`config.mk`:
```
export PLATFORM = sky130hd
export DESIGN_NAME = nand_reg_bridge
export DESIGN_NICKNAME = d
export VERILOG_FILES = /design/src/rtl/nrb_pkg.sv /design/src/rtl/nrb_decode.sv /design/src/rtl/nrb_strobe_seq.sv /design/src/rtl/nand_reg_bridge.sv
export SDC_FILE = /design/constraint.sdc
export NUM_CORES = 1
export LEC_CHECK = 0
export CORE_AREA = 10 10 131 133
export CTS_CLUSTER_SIZE = 12
export DETAILED_ROUTE_END_ITERATION = 12
export DIE_AREA = 0 0 141 143
export PLACE_DENSITY_LB_ADDON = 0.05
export SETUP_SLACK_MARGIN = 0.4
export SYNTH_ARGS = -nofsm -noshare
export SYNTH_HDL_FRONTEND = slang
export SYNTH_HIERARCHICAL = 1
export SYNTH_SLANG_ARGS = --single-unit
```
`constraint.sdc`:
```
create_clock -name clk -period 3.5 [get_ports clk]
set_clock_uncertainty 0.05 [all_clocks]
set_input_delay 0.875 -clock clk [delete_from_list [all_inputs] [get_ports clk]]
set_output_delay 0.875 -clock clk [all_outputs]
set_load 0.02 [all_outputs]
```
`src/rtl/nrb_pkg.sv`:
```
package nrb_pkg;
    localparam int IDX_W   = 3;
    localparam logic [IDX_W-1:0] IDX_CFG  = 3'd0;
    localparam logic [IDX_W-1:0] IDX_CMD  = 3'd1;
    localparam logic [IDX_W-1:0] IDX_ADR  = 3'd2;
    localparam logic [IDX_W-1:0] IDX_DAT  = 3'd3;
    localparam logic [IDX_W-1:0] IDX_STAT = 3'd4;
    localparam int NUM_IDX = 1 << IDX_W;

    localparam int CFG_EN_BIT   = 15;
    localparam int CFG_CE_BIT   = 11;
    localparam int CFG_PW_LSB   = 0;
    localparam int CFG_HOLD_LSB = 4;

    typedef enum logic [1:0] {
        SEQ_IDLE,
        SEQ_STROBE,
        SEQ_HOLD
    } seq_state_e;
endpackage

```
`src/rtl/nrb_decode.sv`:
```
module nrb_decode
    import nrb_pkg::*;
#(
    parameter int ADDR_W = 6
) (
    input  logic [ADDR_W-1:0]  addr,
    output logic [IDX_W-1:0]   idx,
    output logic [NUM_IDX-1:0] sel
);
    assign idx = addr[IDX_W+1:2];

    for (genvar g = 0; g < NUM_IDX; g++) begin : g_sel
        assign sel[g] = (idx == IDX_W'(g));
    end

    always_comb begin
        assert ($onehot0(sel)) else $error("AST_SEL_ONEHOT");
    end
endmodule

```
`src/rtl/nrb_strobe_seq.sv`:
```
module nrb_strobe_seq
    import nrb_pkg::*;
#(
    parameter int CNT_W = 3
) (
    input  logic             clk,
    input  logic             rst,
    input  logic             start,
    input  logic             is_read,
    input  logic [CNT_W-1:0] pw,
    input  logic [CNT_W-1:0] hold,
    output logic             strobe_low,
    output logic             in_hold,
    output logic             capture,
    output logic             done
);
    typedef struct packed {
        seq_state_e       st;
        logic [CNT_W-1:0] cnt;
        logic             rd;
    } seq_t;

    seq_t q, d;

    always_comb begin
        d = q;
        unique case (q.st)
            SEQ_IDLE: begin
                if (start) begin
                    d.st  = SEQ_STROBE;
                    d.cnt = pw;
                    d.rd  = is_read;
                end
            end
            SEQ_STROBE: begin
                if (q.cnt == '0) begin
                    d.st  = SEQ_HOLD;
                    d.cnt = hold;
                end else begin
                    d.cnt = q.cnt - 1'b1;
                end
            end
            SEQ_HOLD: begin
                if (q.cnt == '0) begin
                    d.st = SEQ_IDLE;
                    d.rd = 1'b0;
                end else begin
                    d.cnt = q.cnt - 1'b1;
                end
            end
            default: d.st = SEQ_IDLE;
        endcase
    end

    always_ff @(posedge clk) begin
        if (rst) begin
            q <= '{st: SEQ_IDLE, cnt: '0, rd: 1'b0};
        end else begin
            q <= d;
        end
    end

    assign strobe_low = (q.st == SEQ_STROBE);
    assign in_hold    = (q.st == SEQ_HOLD);
    assign capture    = strobe_low && (q.cnt == '0) && q.rd;
    assign done       = in_hold && (q.cnt == '0);

    // Watch the low run of the strobe against the programmed width.
    logic [CNT_W:0] low_run_q;
    logic [CNT_W:0] pw_lim_q;
    always_ff @(posedge clk) begin
        if (rst) begin
            low_run_q <= '0;
            pw_lim_q  <= '0;
        end else begin
            if (start && q.st == SEQ_IDLE) pw_lim_q <= {1'b0, pw} + 1'b1;
            low_run_q <= strobe_low ? low_run_q + 1'b1 : '0;
        end
    end

    AST_STROBE_WIDTH: assert property (@(posedge clk) disable iff (rst)
        low_run_q <= pw_lim_q) else $error("AST_STROBE_WIDTH");
    AST_START_IDLE: assert property (@(posedge clk) disable iff (rst)
        start |-> q.st == SEQ_IDLE) else $error("AST_START_IDLE");
    AST_HOLD_FOLLOWS: assert property (@(posedge clk) disable iff (rst)
        $rose(in_hold) |-> $past(strobe_low)) else $error("AST_HOLD_FOLLOWS");
endmodule

```
`src/rtl/nand_reg_bridge.sv`:
```
module nand_reg_bridge
    import nrb_pkg::*;
#(
    parameter int ADDR_W = 6,
    parameter int DATA_W = 32,
    parameter int IO_W   = 8,
    parameter int CNT_W  = 3
) (
    input  logic              clk,
    input  logic              rst,
    input  logic              req,
    input  logic              we,
    input  logic [ADDR_W-1:0] addr,
    input  logic [DATA_W-1:0] wdata,
    output logic [DATA_W-1:0] rdata,
    output logic              ack,
    output logic              busy,
    output logic              cle,
    output logic              ale,
    output logic              ce_n,
    output logic              we_n,
    output logic              re_n,
    output logic              wp_n,
    output logic [IO_W-1:0]   io_out,
    input  logic [IO_W-1:0]   io_in,
    output logic              io_oe,
    input  logic              flash_rdy
);
    localparam int IO_PAD = DATA_W - IO_W;

    typedef struct packed {
        logic [DATA_W-1:0] cfg;
        logic [DATA_W-1:0] cmd;
        logic [DATA_W-1:0] adr;
        logic [DATA_W-1:0] dat;
        logic [DATA_W-1:0] rdata;
        logic              ack;
        logic              busy;
        logic              cle;
        logic              ale;
        logic              oe;
        logic              rd_op;
        logic [IO_W-1:0]   io_out;
    } br_t;

    br_t q, d;

    logic [IDX_W-1:0]   idx;
    logic [NUM_IDX-1:0] sel;
    logic               start;
    logic               start_rd;
    logic               strobe_low;
    logic               in_hold;
    logic               capture;
    logic               done;
    logic               enabled;
    logic               accept;

    nrb_decode #(.ADDR_W(ADDR_W)) i_decode (
        .addr (addr),
        .idx  (idx),
        .sel  (sel)
    );

    nrb_strobe_seq #(.CNT_W(CNT_W)) i_seq (
        .clk        (clk),
        .rst        (rst),
        .start      (start),
        .is_read    (start_rd),
        .pw         (q.cfg[CFG_PW_LSB +: CNT_W]),
        .hold       (q.cfg[CFG_HOLD_LSB +: CNT_W]),
        .strobe_low (strobe_low),
        .in_hold    (in_hold),
        .capture    (capture),
        .done       (done)
    );

    assign enabled = q.cfg[CFG_EN_BIT];
    assign accept  = req && !q.busy;

    always_comb begin
        d        = q;
        d.ack    = 1'b0;
        start    = 1'b0;
        start_rd = 1'b0;

        if (accept) begin
            if (we) begin
                if (sel[IDX_CFG]) begin
                    d.cfg = wdata;
                    d.ack = 1'b1;
                end else if (!enabled) begin
                    d.ack = 1'b1;
                end else if (sel[IDX_CMD] || sel[IDX_ADR] || sel[IDX_DAT]) begin
                    if (sel[IDX_CMD]) d.cmd = wdata;
                    if (sel[IDX_ADR]) d.adr = wdata;
                    if (sel[IDX_DAT]) d.dat = wdata;
                    d.cle    = sel[IDX_CMD];
                    d.ale    = sel[IDX_ADR];
                    d.oe     = 1'b1;
                    d.io_out = wdata[IO_W-1:0];
                    d.busy   = 1'b1;
                    start    = 1'b1;
                end else begin
                    d.ack = 1'b1;
                end
            end else begin
                unique case (idx)
                    IDX_CFG:  begin d.rdata = q.cfg; d.ack = 1'b1; end
                    IDX_CMD:  begin d.rdata = q.cmd; d.ack = 1'b1; end
                    IDX_ADR:  begin d.rdata = q.adr; d.ack = 1'b1; end
                    IDX_DAT: begin
                        if (enabled) begin
                            d.busy   = 1'b1;
                            d.rd_op  = 1'b1;
                            d.cle    = 1'b0;
                            d.ale    = 1'b0;
                            d.oe     = 1'b0;
                            start    = 1'b1;
                            start_rd = 1'b1;
                        end else begin
                            d.rdata = q.dat;
                            d.ack   = 1'b1;
                        end
                    end
                    IDX_STAT: begin
                        d.rdata = DATA_W'(flash_rdy);
                        d.ack   = 1'b1;
                    end
                    default: begin
                        d.rdata = '0;
                        d.ack   = 1'b1;
                    end
                endcase
            end
        end

        if (capture) begin
            d.dat   = {{IO_PAD{1'b0}}, io_in};
            d.rdata = {{IO_PAD{1'b0}}, io_in};
        end

        if (done) begin
            d.busy  = 1'b0;
            d.ack   = 1'b1;
            d.cle   = 1'b0;
            d.ale   = 1'b0;
            d.oe    = 1'b0;
            d.rd_op = 1'b0;
        end
    end

    always_ff @(posedge clk) begin
        if (rst) begin
            q <= '0;
        end else begin
            q <= d;
        end
    end

    assign rdata  = q.rdata;
    assign ack    = q.ack;
    assign busy   = q.busy;
    assign cle    = q.cle;
    assign ale    = q.ale;
    assign io_out = q.io_out;
    assign io_oe  = q.oe;
    assign we_n   = !(strobe_low && !q.rd_op);
    assign re_n   = !(strobe_low && q.rd_op);
    assign ce_n   = enabled ? q.cfg[CFG_CE_BIT] : 1'b1;
    assign wp_n   = enabled;

    AST_LATCH_EXCL: assert property (@(posedge clk) disable iff (rst)
        !(cle && ale)) else $error("AST_LATCH_EXCL");
    AST_STROBE_EXCL: assert property (@(posedge clk) disable iff (rst)
        we_n || re_n) else $error("AST_STROBE_EXCL");
    AST_OE_WRITE_ONLY: assert property (@(posedge clk) disable iff (rst)
        io_oe |-> (busy && re_n)) else $error("AST_OE_WRITE_ONLY");
    AST_DISABLED_IDLE: assert property (@(posedge clk) disable iff (rst)
        !enabled |-> (ce_n && !wp_n && we_n && re_n)) else $error("AST_DISABLED_IDLE");
    AST_STROBE_BUSY: assert property (@(posedge clk) disable iff (rst)
        (!we_n || !re_n) |-> busy) else $error("AST_STROBE_BUSY");
    AST_ACK_ENDS_BUSY: assert property (@(posedge clk) disable iff (rst)
        $fell(busy) |-> ack) else $error("AST_ACK_ENDS_BUSY");
    AST_CFG_FROZEN_BUSY: assert property (@(posedge clk) disable iff (rst)
        (busy && !done) |=> $stable(q.cfg)) else $error("AST_CFG_FROZEN_BUSY");
endmodule

```
Word-level counts from Yosys, hierarchy flattened
Cells that the tools add are included.
{"block": "totals", "elab_cells": 118, "inputBits": 51, "register_bits": 180, "memories": 0, "ramBits": 0, "mem_bits_ro": 0, "latchBits": 0}
{"block": "classes", "shift": 0, "bitwise_logic": 2, "multipliers": 0, "div": 0, "reduce_logical": 38, "magnitude_cmp": 0, "mux": 44, "addsub": 1, "eq_ne": 16}
{"op": "$pmux 33 s5", "count": 1}
{"op": "$mux 8", "count": 9}
{"op": "$mux 54", "count": 1}
{"op": "$mux 40", "count": 1}
{"op": "$mux 33", "count": 1}
{"op": "$mux 32", "count": 1}
{"op": "$reduce_and 6->1", "count": 4}
{"op": "$reduce_and 3->1", "count": 6}
{"op": "$mux 1", "count": 15}
{"op": "$mux 5", "count": 3}
{"op": "$reduce_bool 2->1", "count": 7}
{"op": "$mux 4", "count": 3}
{"op": "$mux 6", "count": 2}
{"op": "$ne 2x2->1 const B", "count": 6}
{"op": "$reduce_and 5->1", "count": 2}
{"op": "$pmux 3 s3", "count": 1}
{"op": "$eq 3x2->1 const B", "count": 2}
{"op": "$logic_and 1x1->1", "count": 6}
{"op": "$logic_not 3->1", "count": 2}
{"op": "$mux 3", "count": 2}
{"op": "$ne 2x1->1 const B", "count": 3}
{"op": "$pmux 2 s3", "count": 1}
{"op": "$logic_not 1->1", "count": 4}
{"op": "$mux 2", "count": 2}
{"op": "other kinds (13)", "count": 16}

Longest topological paths before layout
{"block": "depth", "ltp_word": 10, "ltp_mapped": 10, "depth_no_buf": 8}

Hierarchy
Netlist, hierarchy kept.
{"module": "nand_reg_bridge", "seq_area_each_um2": 3483.3, "n_inst": 1, "cells_each": 885, "area_each_um2": 7397.1}
{"module": "nrb_strobe_seq", "seq_area_each_um2": 120.1, "n_inst": 1, "cells_each": 61, "area_each_um2": 508.0}
{"module": "nrb_decode", "seq_area_each_um2": 0.0, "n_inst": 1, "cells_each": 11, "area_each_um2": 87.6}

Worst setup path after synthesis
Ideal clock, no wire load.
{"block": "synth_timing", "kind": "input -> register", "startpoint": "input addr[4]", "endpoint": "register i_seq/q[3] (netlist name)", "path_slack_ns": 0.791, "path_buffers": 2, "cell_stages": 8, "arrival_ns": 2.563, "required_ns": 3.354, "setup_ns": 0.096, "cell_sequence": "buf_4 -> buf_6 -> nand4b_1 -> o22a_1 -> nor2_1 -> and2b_4 -> a211o_1 -> o41ai_2"}
{"block": "synth_via", "elab_chain_len": 10, "word_cells_on_any_way": 14, "cone_classes": "eq/ne: 4; mux: 6; reduce/logical: 4"}
{"element": "start: declaration", "line_no": "nand_reg_bridge.sv:13", "source": "input logic [ADDR_W-1:0] addr,"}
{"element": "$eq 3x1->1 or $eq 3x2->1 (tied branches)", "line_no": "nrb_decode.sv:13", "source": "assign sel[g] = (idx == IDX_W'(g));"}
{"element": "$logic_or 1x1->1 (2 in a row)", "line_no": "nand_reg_bridge.sv:94", "source": "end else if (sel[IDX_CMD] || sel[IDX_ADR] || sel[IDX_DAT]) begin"}
{"element": "$mux 1", "line_no": "nand_reg_bridge.sv:94"}
{"element": "$mux 1", "line_no": "nand_reg_bridge.sv:92", "source": "end else if (!enabled) begin"}
{"element": "$mux 1", "line_no": "nand_reg_bridge.sv:89", "source": "if (sel[IDX_CFG]) begin"}
{"element": "$mux 1 (*)", "line_no": "nand_reg_bridge.sv:88", "source": "if (we) begin"}
{"element": "$mux 1 (*)", "line_no": "nand_reg_bridge.sv:87", "source": "if (accept) begin"}
{"element": "named net start", "line_no": "nand_reg_bridge.sv:50", "source": "logic start;"}
{"element": "$ne 2x1->1 (no source line) (*)"}
{"element": "$reduce_and 3->1 (no source line) (*)"}
{"element": "end signal: assignment", "line_no": "nrb_strobe_seq.sv:57", "source": "q <= '{st: SEQ_IDLE, cnt: '0, rd: 1'b0};"}
{"element": "end: declaration", "line_no": "nrb_strobe_seq.sv:23", "source": "seq_t q, d;"}
The timed path passes the listed nets; every way through them passes the cells marked *.
A chain may end at the register's enable or synchronous reset.

Worst setup path in the final report
{"block": "layout_timing", "startpoint": "input addr[3]", "endpoint": "register i_seq/q[1] (netlist name)"}
{"block": "layout_via", "elab_chain_len": 10, "word_cells_on_any_way": 14, "cone_classes": "eq/ne: 4; mux: 6; reduce/logical: 4"}
{"element": "$eq 3x2->1", "line_no": "nrb_decode.sv:13"}
{"element": "named net sel[2]", "line_no": "nand_reg_bridge.sv:49", "source": "logic [NUM_IDX-1:0] sel;"}
{"element": "$logic_or 1x1->1 (2 in a row)", "line_no": "nand_reg_bridge.sv:94"}
{"element": "$mux 1", "line_no": "nand_reg_bridge.sv:94"}
{"element": "$mux 1", "line_no": "nand_reg_bridge.sv:92"}
{"element": "$mux 1", "line_no": "nand_reg_bridge.sv:89"}
{"element": "$mux 1", "line_no": "nand_reg_bridge.sv:88"}
{"element": "$mux 1", "line_no": "nand_reg_bridge.sv:87"}
{"element": "named net start", "line_no": "nand_reg_bridge.sv:50"}
{"element": "$ne 2x1->1 (no source line)"}
{"element": "$reduce_and 3->1 (no source line)"}
The timed path passes the listed nets, and every way through them passes these cells.

==> results_dict.tcl <==
set metrics [dict create \
    status "finished, final reports clean" \
    fp-row-count 44 \
    insertedDiodeCount 0 \
    grt_usage 0.2210 \
    critical_path.max_stage_delay_ns 0.64 \
    placed_cell_area_sq_um 8755 \
    grt_pass1_vias 6918 \
    pin_count 100 \
    worstSetupPathType "input port to flop" \
    post_cts_buffers 0 \
    min_path_type "flop to flop" \
    hold_violations 0 \
    cp_num_buf_inv 1 \
    maxSlewHeadroom 0.4250 \
    yosysWarnings 6 \
    period_needed_ns 2.970 \
    fin_util 0.6511 \
    coreArea_sq_um 14420 \
    die-area_sq_um 20160 \
    path_cells "clkdlybuf4s50_1, nor3b_2, nor3_1, o22a_1, nor2_1, and2b_4, a211o_1, nor3_1, a32o_1" \
    cts_tree "built" \
    gp_congestion 0.8818 \
    peakVddDrop_v 0.0004444 \
    use_met3 0.05937 \
    die_w_um 141 \
    vias_per_cell 5.967 \
    required_ns 3.81 \
    drc 0 \
    syn_area_sq_um 7958 \
    grt_overflow_total 0 \
    holdWs_ns 0.4064 \
    cp_top_family "simple AND/OR/NAND/NOR gates" \
    antenna_found_initial 0 \
    finalNonFillerCells 1181 \
    end_kind "flop" \
    clk_latency_ns 0.43 \
    cap_violations 0 \
    worst_pin_slew_ns 0.8608 \
    period_share 0.8485 \
    clkTransAtPathRegs_ns 0.07 \
    finalNetCount 1043 \
    portBuffers 96 \
    syn-num-nets 1011 \
    startpoint_type "input port" \
    design_area_sq_um 9392 \
    syn_to_final_growth_pct 18.02 \
    pre_cts_ws_ns 0.1534 \
    fmax_ghz 0.3367 \
    worst_path_max_delay_cell "clkdlybuf4s50_1" \
    dpl.hpwl_mm 14.51 \
    grt_first_pass_wirelength_mm 36.37 \
    netlist_instances 953 \
    cts_sinks 180 \
    powerDensity_nw_per_um2 466.5 \
    die_h_um 143 \
    layout-drive-gt1-share 0.09027 \
    grt_max_degree 69 \
    htreeDepth 4 \
    avgSynthCellArea_sq_um 8.350 \
    final-setup-viol-count 0 \
    antenna_left 0 \
    setup_tns_ns 0 \
    dp.cells 1150 \
    critPathArrivalTime_ns 3.28 \
    drt_iter0_drc 723 \
    met1_usage 0.2808 \
    finalMaxSlewViolations 0 \
    cts_buffer_depth 2 \
    p_total_mw 4.381 \
    numCtsBuffers 17 \
    top_usage_layer "met2" \
    wire_per_inst_um 19.35 \
    p_leak_nw 3.188 \
    met2_usage 0.3584 \
    vias 7047 \
    dr.pass1.iters 7 \
    cp_common_cell "nor3_1" \
    cts_root_buffer "clkbuf_16" \
    cp_max_fo 7 \
    rsz0062_at_grt "no" \
    drt-total-wl_mm 22.86 \
    worst_slack_ns 0.5304 \
    initial_utilization 0.5517 \
]
state kept, by name, indices dropped and copies added (netlist names):
register  cells
q           128
rdata        32
io_out        8
i_seq/q       6
ack           1
ale           1
busy          1
cle           1
io_oe         1
wp_n          1
where the power goes:
part           switching (mW)  leakage [nW]  internal, mW
Combinational           0.175          1.44         0.109
Sequential            0.00609          1.45          2.06
Clock                   0.835         0.294          1.20
Total                    1.02          3.19          3.37
what timing repair did:
action / 4_1_cts / 5_1_grt
setup endpoints to repair: 0 / 3
hold buffers: 0 / 0
resized for setup: 0 / 2
hold endpoints to repair: 0 / 0
metal layers:
layer	part of all wire	up-vias
met1	0.42	3355
met2	0.47	359
met5	0	-
li1	-	3300
met3	0.090	33
met4	0.014	0
cells in the final DEF, fill, tap and decap left out, types with 3 or more instances in the layout:
cell type / instances
a32oi_1: 7
clkdlybuf4s50_1: 94
ha_1: 7
bufinv_16: 4
inv_1: 16
mux2_2: 5
nand3_1: 4
nor2_1: 23
mux2i_1: 34
a2bb2oi_1: 4
nand2_1: 259
a22oi_1: 23
clkinvlp_4: 4
or2_2: 3
clkbuf_16: 17
a221o_1: 8
a21oi_1: 144
buf_4: 34
a221oi_1: 9
nor3_1: 5
and3_1: 4
o21ai_0: 6
dfxtp_1: 180
nand2b_1: 5
o2bb2ai_1: 47
a31oi_1: 3
worst paths after layout:
kind / startpoint / to / slack [ns] / depth (start not counted)
max reg2reg: i_seq/q[1] / rdata[0] / 0.89 / 8
max: addr[3] / i_seq/q[1] / 0.53 / 9
min reg2reg: q[88] / q[88] / 0.41 / 2
min: q[88] / q[88] / 0.41 / 2
worst register-to-register path: cells and delay by family (launching register included):
kind,cells,cell delay [ns]
AOI/OAI and AO/OA,4,1.30
and+or+nand+nor,2,0.52
DFF,1,0.35
adders and majority gates,1,0.27
buffers and inverters,1,0.07
final cells by class:
| type | instances | area, sq um |
|---|---|---|
| repair buffers | 131 | 1241 |
| fillers | 1189 | 5032 |
| flip-flops and latches | 180 | 3603 |
| inverters | 16 | 60.06 |
| clock inverters | 14 | 201.4 |
| well taps | 184 | 230.2 |
| clock buffers | 17 | 425.4 |
| multi-input cells | 639 | 3630 |
(Power assumes the default switching activity.)
